`src/rtl/rr_arb_pkg.sv`:
```
package rr_arb_pkg;

    // Width of an index field able to address n sources (at least 1 bit).
    function automatic int idx_bits(input int n);
        return (n > 1) ? $clog2(n) : 1;
    endfunction

    // Rotate an index by an offset inside [0, n).
    function automatic int wrap_add(input int base, input int offs, input int n);
        int s;
        s = base + offs;
        if (s >= n) s = s - n;
        return s;
    endfunction

endpackage

```
`src/rtl/rr_grant_gen.sv`:
```
module rr_grant_gen
    import rr_arb_pkg::*;
#(
    parameter int N_SRC = 4,
    parameter int IW    = idx_bits(N_SRC)
) (
    input  logic             clk,
    input  logic             rst,
    input  logic [N_SRC-1:0] pend,
    output logic [N_SRC-1:0] req_q
);

    logic [IW-1:0]    ptr_q;
    logic [N_SRC-1:0] pick;
    logic [IW-1:0]    pick_idx;
    logic             found;

    // Search upward from the pointer, wrapping, first pending wins.
    always_comb begin
        pick     = '0;
        pick_idx = ptr_q;
        found    = 1'b0;
        for (int k = 0; k < N_SRC; k++) begin
            int j;
            j = wrap_add(int'(ptr_q), k, N_SRC);
            if (!found && pend[j]) begin
                pick[j]  = 1'b1;
                pick_idx = IW'(j);
                found    = 1'b1;
            end
        end
    end

    always_ff @(posedge clk) begin
        if (rst) begin
            req_q <= '0;
            ptr_q <= '0;
        end else begin
            req_q <= pick;
            if (found) begin
                ptr_q <= (int'(pick_idx) == N_SRC - 1) ? '0 : pick_idx + 1'b1;
            end
        end
    end


    req_onehot_chk: assert property (@(posedge clk) disable iff (rst)
        $onehot0(req_q));


    idle_no_req_chk: assert property (@(posedge clk) disable iff (rst)
        (pend == '0) |=> (req_q == '0));


    req_was_pending_chk: assert property (@(posedge clk) disable iff (rst)
        (req_q & ~$past(pend)) == '0);

endmodule

```
`src/rtl/rr_capture.sv`:
```
module rr_capture
    import rr_arb_pkg::*;
#(
    parameter int N_SRC  = 4,
    parameter int DATA_W = 16,
    parameter int IW     = idx_bits(N_SRC)
) (
    input  logic                    clk,
    input  logic                    rst,
    input  logic [N_SRC-1:0]        req,
    input  logic [N_SRC-1:0]        vld,
    input  logic [N_SRC*DATA_W-1:0] data,
    output logic [DATA_W-1:0]       out_data,
    output logic [IW-1:0]           out_idx,
    output logic                    out_vld
);

    logic [N_SRC-1:0]  req_d;
    logic [N_SRC-1:0]  hit;
    logic [DATA_W-1:0] sel_data;
    logic [IW-1:0]     sel_idx;

    assign hit = vld & req_d;

    always_comb begin
        sel_data = '0;
        sel_idx  = '0;
        for (int i = 0; i < N_SRC; i++) begin
            if (hit[i]) begin
                sel_data = sel_data | data[i*DATA_W +: DATA_W];
                sel_idx  = sel_idx | IW'(i);
            end
        end
    end

    always_ff @(posedge clk) begin
        if (rst) begin
            req_d    <= '0;
            out_vld  <= 1'b0;
            out_data <= '0;
            out_idx  <= '0;
        end else begin
            req_d    <= req;
            out_vld  <= |hit;
            out_data <= sel_data;
            out_idx  <= sel_idx;
        end
    end


    src_had_valid_chk: assert property (@(posedge clk) disable iff (rst)
        out_vld |-> ((($past(vld) >> out_idx) & N_SRC'(1)) != '0));


    idx_in_range_chk: assert property (@(posedge clk) disable iff (rst)
        out_vld |-> (int'(out_idx) < N_SRC));

endmodule

```
`src/rtl/rr_arb_mux.sv`:
```
module rr_arb_mux
    import rr_arb_pkg::*;
#(
    parameter int N_SRC  = 4,
    parameter int DATA_W = 16,
    localparam int IW    = idx_bits(N_SRC)
) (
    input  logic                    clk,
    input  logic                    rst,
    input  logic [N_SRC-1:0]        src_pend,
    input  logic [N_SRC*DATA_W-1:0] src_data,
    input  logic [N_SRC-1:0]        src_vld,
    output logic [N_SRC-1:0]        src_req,
    output logic [DATA_W-1:0]       out_data,
    output logic [IW-1:0]           out_idx,
    output logic                    out_vld
);

    rr_grant_gen #(.N_SRC(N_SRC), .IW(IW)) u_grant (
        .clk   (clk),
        .rst   (rst),
        .pend  (src_pend),
        .req_q (src_req)
    );

    rr_capture #(.N_SRC(N_SRC), .DATA_W(DATA_W), .IW(IW)) u_cap (
        .clk      (clk),
        .rst      (rst),
        .req      (src_req),
        .vld      (src_vld),
        .data     (src_data),
        .out_data (out_data),
        .out_idx  (out_idx),
        .out_vld  (out_vld)
    );


    reset_quiet_chk: assert property (@(posedge clk)
        $past(rst) |-> (src_req == '0 && !out_vld));

endmodule

```
`config.mk`:
```
export PLATFORM = sky130hd
export DESIGN_NAME = rr_arb_mux
export DESIGN_NICKNAME = d
export VERILOG_FILES = /design/src/rtl/rr_arb_pkg.sv /design/src/rtl/rr_grant_gen.sv /design/src/rtl/rr_capture.sv /design/src/rtl/rr_arb_mux.sv
export SDC_FILE = /design/constraint.sdc
export NUM_CORES = 1
export LEC_CHECK = 0
export BUFFER_PORTS_ARGS = -buffer_cell sky130_fd_sc_hd__buf_2
export CAP_MARGIN = 20
export CORE_ASPECT_RATIO = 0.5
export CORE_UTILIZATION = 43
export DETAILED_ROUTE_END_ITERATION = 8
export PLACE_DENSITY_LB_ADDON = 0.1
export SYNTH_ARGS = -nofsm -noshare
export SYNTH_HDL_FRONTEND = slang
export SYNTH_SLANG_ARGS = --single-unit
```
`constraint.sdc`:
```
create_clock -name clk -period 3.35 [get_ports clk]
set_input_delay 0.1675 -clock clk [delete_from_list [all_inputs] [get_ports clk]]
set_output_delay 0.1675 -clock clk [all_outputs]
set_load 0.1 [all_outputs]
```
# Word-level counts from Yosys, hierarchy flattened

Index checks and enable logic that the tools add are counted.

Add/sub/neg operators: 8
Multipliers: 0
Divide/modulo/power cells: 0
Order comparisons: 12
Equality and inequality tests: 1
Shifts and indexed selects: 0
Muxes and demuxes: 44
Bitwise logic cells: 7
Reductions and logical operators: 11

Operators by type and width:

| operator                                                                | number |
|---|---|
| 32-bit by 1-bit >= comparator with 1-bit output (second input constant) | 4 |
| 32-bit by 4-bit < comparator with 1-bit output (second input constant)  | 4 |
| 32-bit 2-to-1 mux                                                       | 4 |
| 32-bit by 4-bit >= comparator with 1-bit output (second input constant) | 3 |
| 32-bit by 4-bit subtractor with 32-bit output (second input constant)   | 3 |
| 16-bit 2-to-1 mux                                                       | 4 |
| 16-bit bitwise OR                                                       | 3 |
| 1-bit 2-to-1 mux                                                        | 17 |
| 4-bit 2-to-1 mux                                                        | 4 |
| 2-bit 2-to-1 mux                                                        | 7 |
| 4-bit bitwise OR                                                        | 3 |
| 1-bit binary-select mux with 2-bit select                               | 4 |
| 1-bit demux with 2-bit select                                           | 4 |
| 1-bit logical AND                                                       | 7 |
| 2-bit by 2-bit adder with 3-bit output (second input constant)          | 2 |
| 4-bit bitwise AND                                                       | 1 |
| 4-bit OR reduction                                                      | 1 |
| 2-bit by 3-bit subtractor with 4-bit output (second input constant)     | 1 |
| 2-bit by 1-bit adder with 3-bit output (second input constant)          | 1 |
| 2-bit by 3-bit >= comparator with 1-bit output (second input constant)  | 1 |
| 1-bit logical NOT                                                       | 3 |
| 2-bit by 1-bit adder with 2-bit output (second input constant)          | 1 |
| 2-bit by 1-bit == test with 1-bit output (second input constant)        | 1 |

Bits in registers: 29
Latch bits: 0
RAM bits: 0
Bits in read-only memories: 0
Bits of input ports: 74
Output and inout port bits: 23
Logic and storage cells: 89
Memories kept: 0

# Depth between registers and ports, before layout

Gate-level depths: netlist of the first run.

Depth after elaboration: 17
Depth in mapped cells: 9
Depth with buffers taken out: 7

# Cells and area by module

Synthesis of the first run repeated with hierarchy kept, for this count alone.

Cell total of the unflattened synthesis: 208
Area total of the unflattened synthesis: 1921.8 sq um

Modules (own cells, without submodules):

| module       | times used | cells each | area each (sq um) | seq. area each (sq um) |
|---|---|---|---|---|
| rr_capture   | 1          | 132        | 1233.7            | 460.4 |
| rr_grant_gen | 1          | 76         | 688.2             | 120.1 |

# Worst setup path after synthesis of the first run

Ideal clock, no wire load.

Kind: register -> register
Start point: register u_grant.ptr_q[0]
End point: register u_grant.ptr_q[1]
Setup time: 0.117 ns
Arrival time: 2.378 ns
Required time: 3.233 ns
Path slack: 0.856 ns
Cell stages (with the launch flop): 9
Buffers on the path: 2
Clock period less this slack: 2.494 ns
Path through: dfxtp_1 > buf_6 > inv_1 > ha_1 > buf_6 > mux4_2 > a21o_2 > a211o_1 > a22o_1

Word-level cells in the longest chain between the ends: 17
Elaborated cells on any way between the ends: 44
Classes of those cells: 8 x add/sub; 4 x order compare; 1 x eq/ne; 25 x mux; 6 x reduce/logical

Ends and longest elaborated chain:

| element                                                                                | line               | text |
|---|---|---|
| start, declared                                                                        | rr_grant_gen.sv:13 | `logic [IW-1:0] ptr_q;` |
| start signal, assigned                                                                 | rr_grant_gen.sv:41 | `ptr_q <= (int'(pick_idx) == N_SRC - 1) ? '0 : pick_idx + 1'b1;` |
| branches (longest 17 deep; another with 32-bit by 4-bit subtractor with 32-bit output) | -                  |  |

Several ways; the timed one is not identified. The select of a mux whose other input is x is not followed.
A chain may end at the register's enable or synchronous reset.

# Worst setup path in the final report of the first run

Start point: register u_grant.ptr_q[1]
End point: register u_grant.ptr_q[1]

The elaborated chain is that of the path after synthesis.

==> results.yml, run 1 <==
cells_and_area:
  final_common_cell: "buf_2"
  fillers: 317
  multiInputGateArea_um2: 948.4
  final_cells: 312
  antenna_cells: 0
  final_cell_mix: "buf_2, a22oi_1, dfxtp_1"
  post-route-util: 0.6196
  area_growth_pct: 35.15
  nNetsFinal: 342
  drive_above_1_share: 0.4291
  seq_area_um2: 580.6
floorplan:
  initial_utilization: 0.4585
  fp.coreArea_mm2: 0.003510
  die_h_um: 45.26
  num_io_pins: 97
  num_rows: 15
  die-width_um: 88.51
  die-area_mm2: 0.004006
detailed_routing:
  vias: 1695
  wl_per_cell_um: 13.47
  ant_nets: 0
  drc_errors: 0
  routed_wl_um: 4204
  drt_first_pass_iters: 4
  viasPerCell: 5.433
  drtIter0Drc: 53
timing:
  finalHoldViolations: 0
  setup-tns-final_ps: 0
  setup_ws_ps: 577.4
  finalSetupViolCount: 0
  min_period_ps: 2773
  finalClockSkew_ps: 6.325
  rsz0062_at_grt: "false"
  timing.fmax_mhz: 360.7
  slew_headroom: 0.5434
  fin_crit_sh: 0.8276
  slew_violations: 0
  tightest_slew_ps: 684.9
critical_path:
  path_class: "reg -> reg"
  critPathMaxFanout: 10
  critPathCaptureType: "register"
  r2r_slack_ps: 580
  start_kind: "register"
  rr_worst_depth: 6
  required_ps: 3520
  crit_arrival_ps: 2940
  worstReg2RegEnd: "u_grant.ptr_q[1]"
  r2r_start: "u_grant.ptr_q[1]"
power:
  irDropWorstVdd_uv: 340.6
  p_leak_nw: 0.9884
  power.total_mw: 1.629
  power.density_mw_per_mm2: 749.0
min_path:
  holdPathEnd: "u_cap.out_data[3]"
  hold_path_class: "in -> reg"
  hold_depth: 3
  worstHoldStart: "src_data[19]"
placed_design:
  post-place-ws_ps: 623.2
  hpwl_um: 2971
  portBuffers: 96
  gp_congestion: 0.7306
  dp.cells: 304
clocking:
  insertion_delay_ps: 280
  numCtsBuffers: 5
  root_buffer: "clkbuf_8"
  htree_levels: 2
  cts_hold_buf: 0
  cts.sinks: 29
  cts_resized: 0
  cts_tree: "yes"
  postCtsSetupRepairBufs: 0
  path_clk_slew_ps: 60
  cts_buffer_depth: 2
global_routing:
  overflow: 0
  grtUsageTotal: 0.2167
  grt_pass1_vias: 1478
  grt_antenna_before_repair: 0
  grt_max_degree: 31
  grt_pass1_wl_um: 6417
synth:
  syn_nets: 252
  ys_seq_area_frac: 0.3608
  synth_seq_cells: 29
  yosys_warnings: 0
  ys_types: 36
  syn_area_per_cell_um2: 9.465
  synth_cells: 170
  synth_area_mm2: 0.001609
job:
  maxCapViolations: 0
status:
  outcome: "complete, no violations"
kinds of logic (layout without fill, tap and decap cells):
| group | Yosys count | in the layout | synth area share |
|---|---|---|---|
| flip-flops | 29 | 29 | 0.3608 |
| adder cells (fa/ha/maj) | 8 | 8 | 0.06221 |
| AO/OA/AOI/OAI | 72 | 72 | 0.3072 |
| buffers and inverters | 17 | 108 | 0.04976 |
| multiplexers | 12 | 12 | 0.1128 |
| XOR/XNOR | 1 | 1 | 0.005444 |
| AND/OR/NAND/NOR | 31 | 31 | 0.1019 |
worst max path at each step:
stage                     start               end  slack, ps  cells past startpoint
2_1_floorplan  u_grant.ptr_q[0]  u_grant.ptr_q[1]        860                      8
3_3_place_gp   u_grant.ptr_q[1]  u_grant.ptr_q[1]        710                      6
3_5_place_dp   u_grant.ptr_q[1]  u_grant.ptr_q[1]        620                      6
4_1_cts        u_grant.ptr_q[1]  u_grant.ptr_q[1]        610                      6
5_1_grt        u_grant.ptr_q[1]  u_grant.req_q[1]        440                      7
6_report       u_grant.ptr_q[1]  u_grant.ptr_q[1]        580                      6
layer usage:
| metal | global-route usage | vias up | routed length (um) |
|---|---|---|---|
| li1 | - | 824 | - |
| met1 | 0.2371 | 812 | 1848 |
| met2 | 0.3892 | 53 | 2015 |
| met3 | 0.08592 | 6 | 273 |
| met4 | 0.08065 | 0 | 68 |
| met5 | 0 | - | 0 |
sequential cells by signal, indices dropped and copies added (netlist names):
name	count
u_cap.out_idx	2
u_cap.out_vld	1
u_cap.out_data	16
u_cap.req_d	4
u_grant.ptr_q	2
u_grant.req_q	4
synthesized netlist by cell type (all sizes together):
cell type,n,share of area
nand2b,1,0.0039
a2bb2oi,1,0.0054
nor3,1,0.0031
and2,4,0.016
a22o,6,0.033
or3,1,0.0039
a21o,1,0.0054
buf,4,0.019
nor4b,1,0.0054
a311oi,2,0.011
xnor2,1,0.0054
mux2i,6,0.045
dfxtp,29,0.36
o21ai,4,0.015
a21oi,21,0.065
nor2b,7,0.027
ha,8,0.062
nor2,5,0.012
or4,2,0.0093
nand3,1,0.0031
a211oi,1,0.0047
a22oi,33,0.15
mux2,3,0.023
a211o,1,0.0054
clkbuf,10,0.024
mux4,3,0.044
a31oi,1,0.0039
inv,3,0.0070
nand2,8,0.019
a21boi,1,0.0047
power breakdown:
part	internal [mW]	switching [mW]
registers	0.407	0.0289
clock network	0.143	0.123
logic	0.310	0.617
total	0.860	0.769
final cells by class:
type                       count  area share
clock buffer                   6     0.03337
timing repair buffer          97      0.2244
sequential                    29      0.2670
clock inverter                 2    0.004603
multi-input combinational    124      0.4361
tap                           51     0.02934
inverter                       3    0.005178
worst max-delay path: stages (launching register included):
cell and delay [ps]:
dfxtp_1 510, inv_1 240, ha_1 520, mux4_2 640
a21o_2 240, a211o_1 290, a22o_1 220
per-stage QoR:
stage | instance area, um2 | hold slack, ps
6_report | 2175 | 168.7
5_1_grt | 2175 | 174.7
4_1_cts | 2175 | 160.8
3_5_place_dp | 2092 | 449.7
3_3_place_gp | 2092 | 440.1
2_1_floorplan | 1609 | 332.0
(Power assumes the default switching activity.)
==> inputs of run 2 (changes only) <==
CORE_UTILIZATION = 39   (was 43)
clock period = 2.4 ns   (was 3.35 ns; I/O delays follow)
==> run 2 against run 1 <==
Fmax grew 25%. Sequential share of layout area shrank 0.38 points. Worst hold slack lost 40 ps. Die area grew 9.9%. Core utilization shrank 5.6 points. Final cell count grew 1.9%. Highest routed layer is now met3. Via count shrank 3.2%. Worst setup slack lost 390 ps. Total power grew 42%. Routed wire length grew 5.0%. Critical path type unchanged.
==> results.yml, run 2 (synthesized netlist as in run 1, its figures left out) <==
cells_and_area:
  final_common_cell: "buf_2"
  antenna_cells: 0
  fillers: 369
  fin_area_mm2: 0.002211
  final_cell_mix: "buf_2, a22oi_1, dfxtp_1"
  largest_register_ffs: 16
  nNetsFinal: 347
  multiInputGateArea_um2: 950.9
  top_regs: "u_cap.out_data (16), u_cap.req_d (4), u_grant.req_q (4)"
  drive_above_1_share: 0.4545
  area_growth_pct: 37.40
  largest-register: "u_cap.out_data"
  seq_area_um2: 581.8
critical_path:
  crit_arrival_ps: 2420
  start_kind: "register"
  critPathCaptureType: "register"
  required_ps: 2600
  r2r_start: "u_grant.ptr_q[1]"
  rr_worst_depth: 8
  path_class: "reg -> reg"
  critPathMaxFanout: 10
  worstReg2RegEnd: "u_grant.req_q[2]"
  r2r_slack_ps: 180
clocking:
  root_buffer: "clkbuf_8"
  cts_tree: "yes"
  cts.sinks: 29
  insertion_delay_ps: 270
  htree_levels: 2
  path_clk_slew_ps: 60
  postCtsSetupRepairBufs: 0
  numCtsBuffers: 5
  cts_buffer_depth: 2
placed_design:
  post-place-ws_ps: 167.2
  hpwl_um: 3165
  gp_congestion: 0.8174
  portBuffers: 96
  placed_cell_area_mm2: 0.002135
power:
  switching_share: 0.4628
  irDropWorstVdd_uv: 511.5
  p_leak_nw: 1.005
  p_comb_frac: 0.592
  pwr-share-seq: 0.259
  power.total_mw: 2.316
  power.density_mw_per_mm2: 1048
  p_clk_frac: 0.150
  p_switching_mw: 1.072
  p_int_mw: 1.244
status:
  outcome: "complete, no violations"
timing:
  rsz0062_at_grt: "false"
  slew_headroom: 0.5209
  timing.fmax_mhz: 451.4
  finalHoldViolations: 0
  hold_slack_ps: 128.4
  finalClockSkew_ps: 6.321
  slew_violations: 0
  setup-tns-final_ps: 0
  min_period_ps: 2215
  finalSetupViolCount: 0
  setup_ws_ps: 184.8
  fin_crit_sh: 0.9230
  tightest_slew_ps: 718.6
detailed_routing:
  drc_errors: 0
  wl_per_cell_um: 13.88
  ant_nets: 0
  vias: 1641
  drt_first_pass_iters: 4
  routed_wl_um: 4413
  viasPerCell: 5.160
  drtIter0Drc: 46
global_routing:
  overflow: 0
  grt_pass1_wl_um: 6417
  grt_antenna_before_repair: 0
  grt_pass1_vias: 1446
  grtUsageTotal: 0.1878
  grt_max_degree: 31
min_path:
  worstHoldStart: "src_data[25]"
  holdPathEnd: "u_cap.out_data[9]"
  hold_depth: 3
  hold_path_class: "in -> reg"
floorplan:
  num_io_pins: 97
  fp.coreArea_mm2: 0.003924
  num_rows: 16
  die-area_mm2: 0.004402
  initial_utilization: 0.4101
  die_h_um: 47.42
  die-width_um: 92.84
job:
  maxCapViolations: 0
## run 2: area by class of cell
cell class                 instances  share of cell area
inverter                           3            0.005093
clock inverter                     1            0.002264
multi-input combinational        124              0.4301
tap                               54             0.03056
sequential                        29              0.2632
timing repair buffer             102              0.2377
clock buffer                       5             0.03113
## run 2: worst max-delay path: stages (launching register included)
cell and delay (ps):
dfxtp_1 350, inv_2 50, ha_2 420, mux4_2 530
buf_4 180, nor2b_1 240, a22o_1 180, mux2i_1 70
a21oi_1 130
## run 2: metal layers
metal	part of all wire	vias up	track usage
li1	-	830	-
met1	0.43	756	0.2168
met2	0.51	55	0.3706
met3	0.063	0	0.04921
met4	0	0	0.03692
met5	0	-	0
## run 2: worst max path at each step
stage	startpoint	endpoint	slack (ps)	cells after the start
floorplan	u_grant.ptr_q[0]	u_grant.ptr_q[1]	20	8
global placement	u_grant.ptr_q[1]	u_grant.ptr_q[1]	210	6
detailed placement	u_grant.ptr_q[1]	u_grant.req_q[2]	170	8
CTS	u_grant.ptr_q[1]	u_grant.ptr_q[1]	140	7
global route	u_grant.ptr_q[1]	u_grant.ptr_q[1]	30	7
finish	u_grant.ptr_q[1]	u_grant.req_q[2]	180	8
## run 2: what timing repair did
action,4_1_cts,5_1_grt
hold buffers,0,0
endpoints found under the setup margin,0,5
resized for setup,0,1
## run 2: through the flow
step / util / instances
2_1_floorplan: - / 170
3_3_place_gp: 0.5440 / 312
3_5_place_dp: 0.5440 / 312
4_1_cts: 0.5628 / 318
5_1_grt: 0.5635 / 318
6_report: 0.5635 / 318
## run 2: power groups by stage
stage	clock [mW]	sequential, mW	combinational [mW]
after floorplan	0	1.05	0.660
after global placement	0	0.606	1.35
after detailed placement	0	0.610	1.36
after CTS	0.357	0.600	1.36
after global routing	0.386	0.610	1.47
final	0.347	0.599	1.37
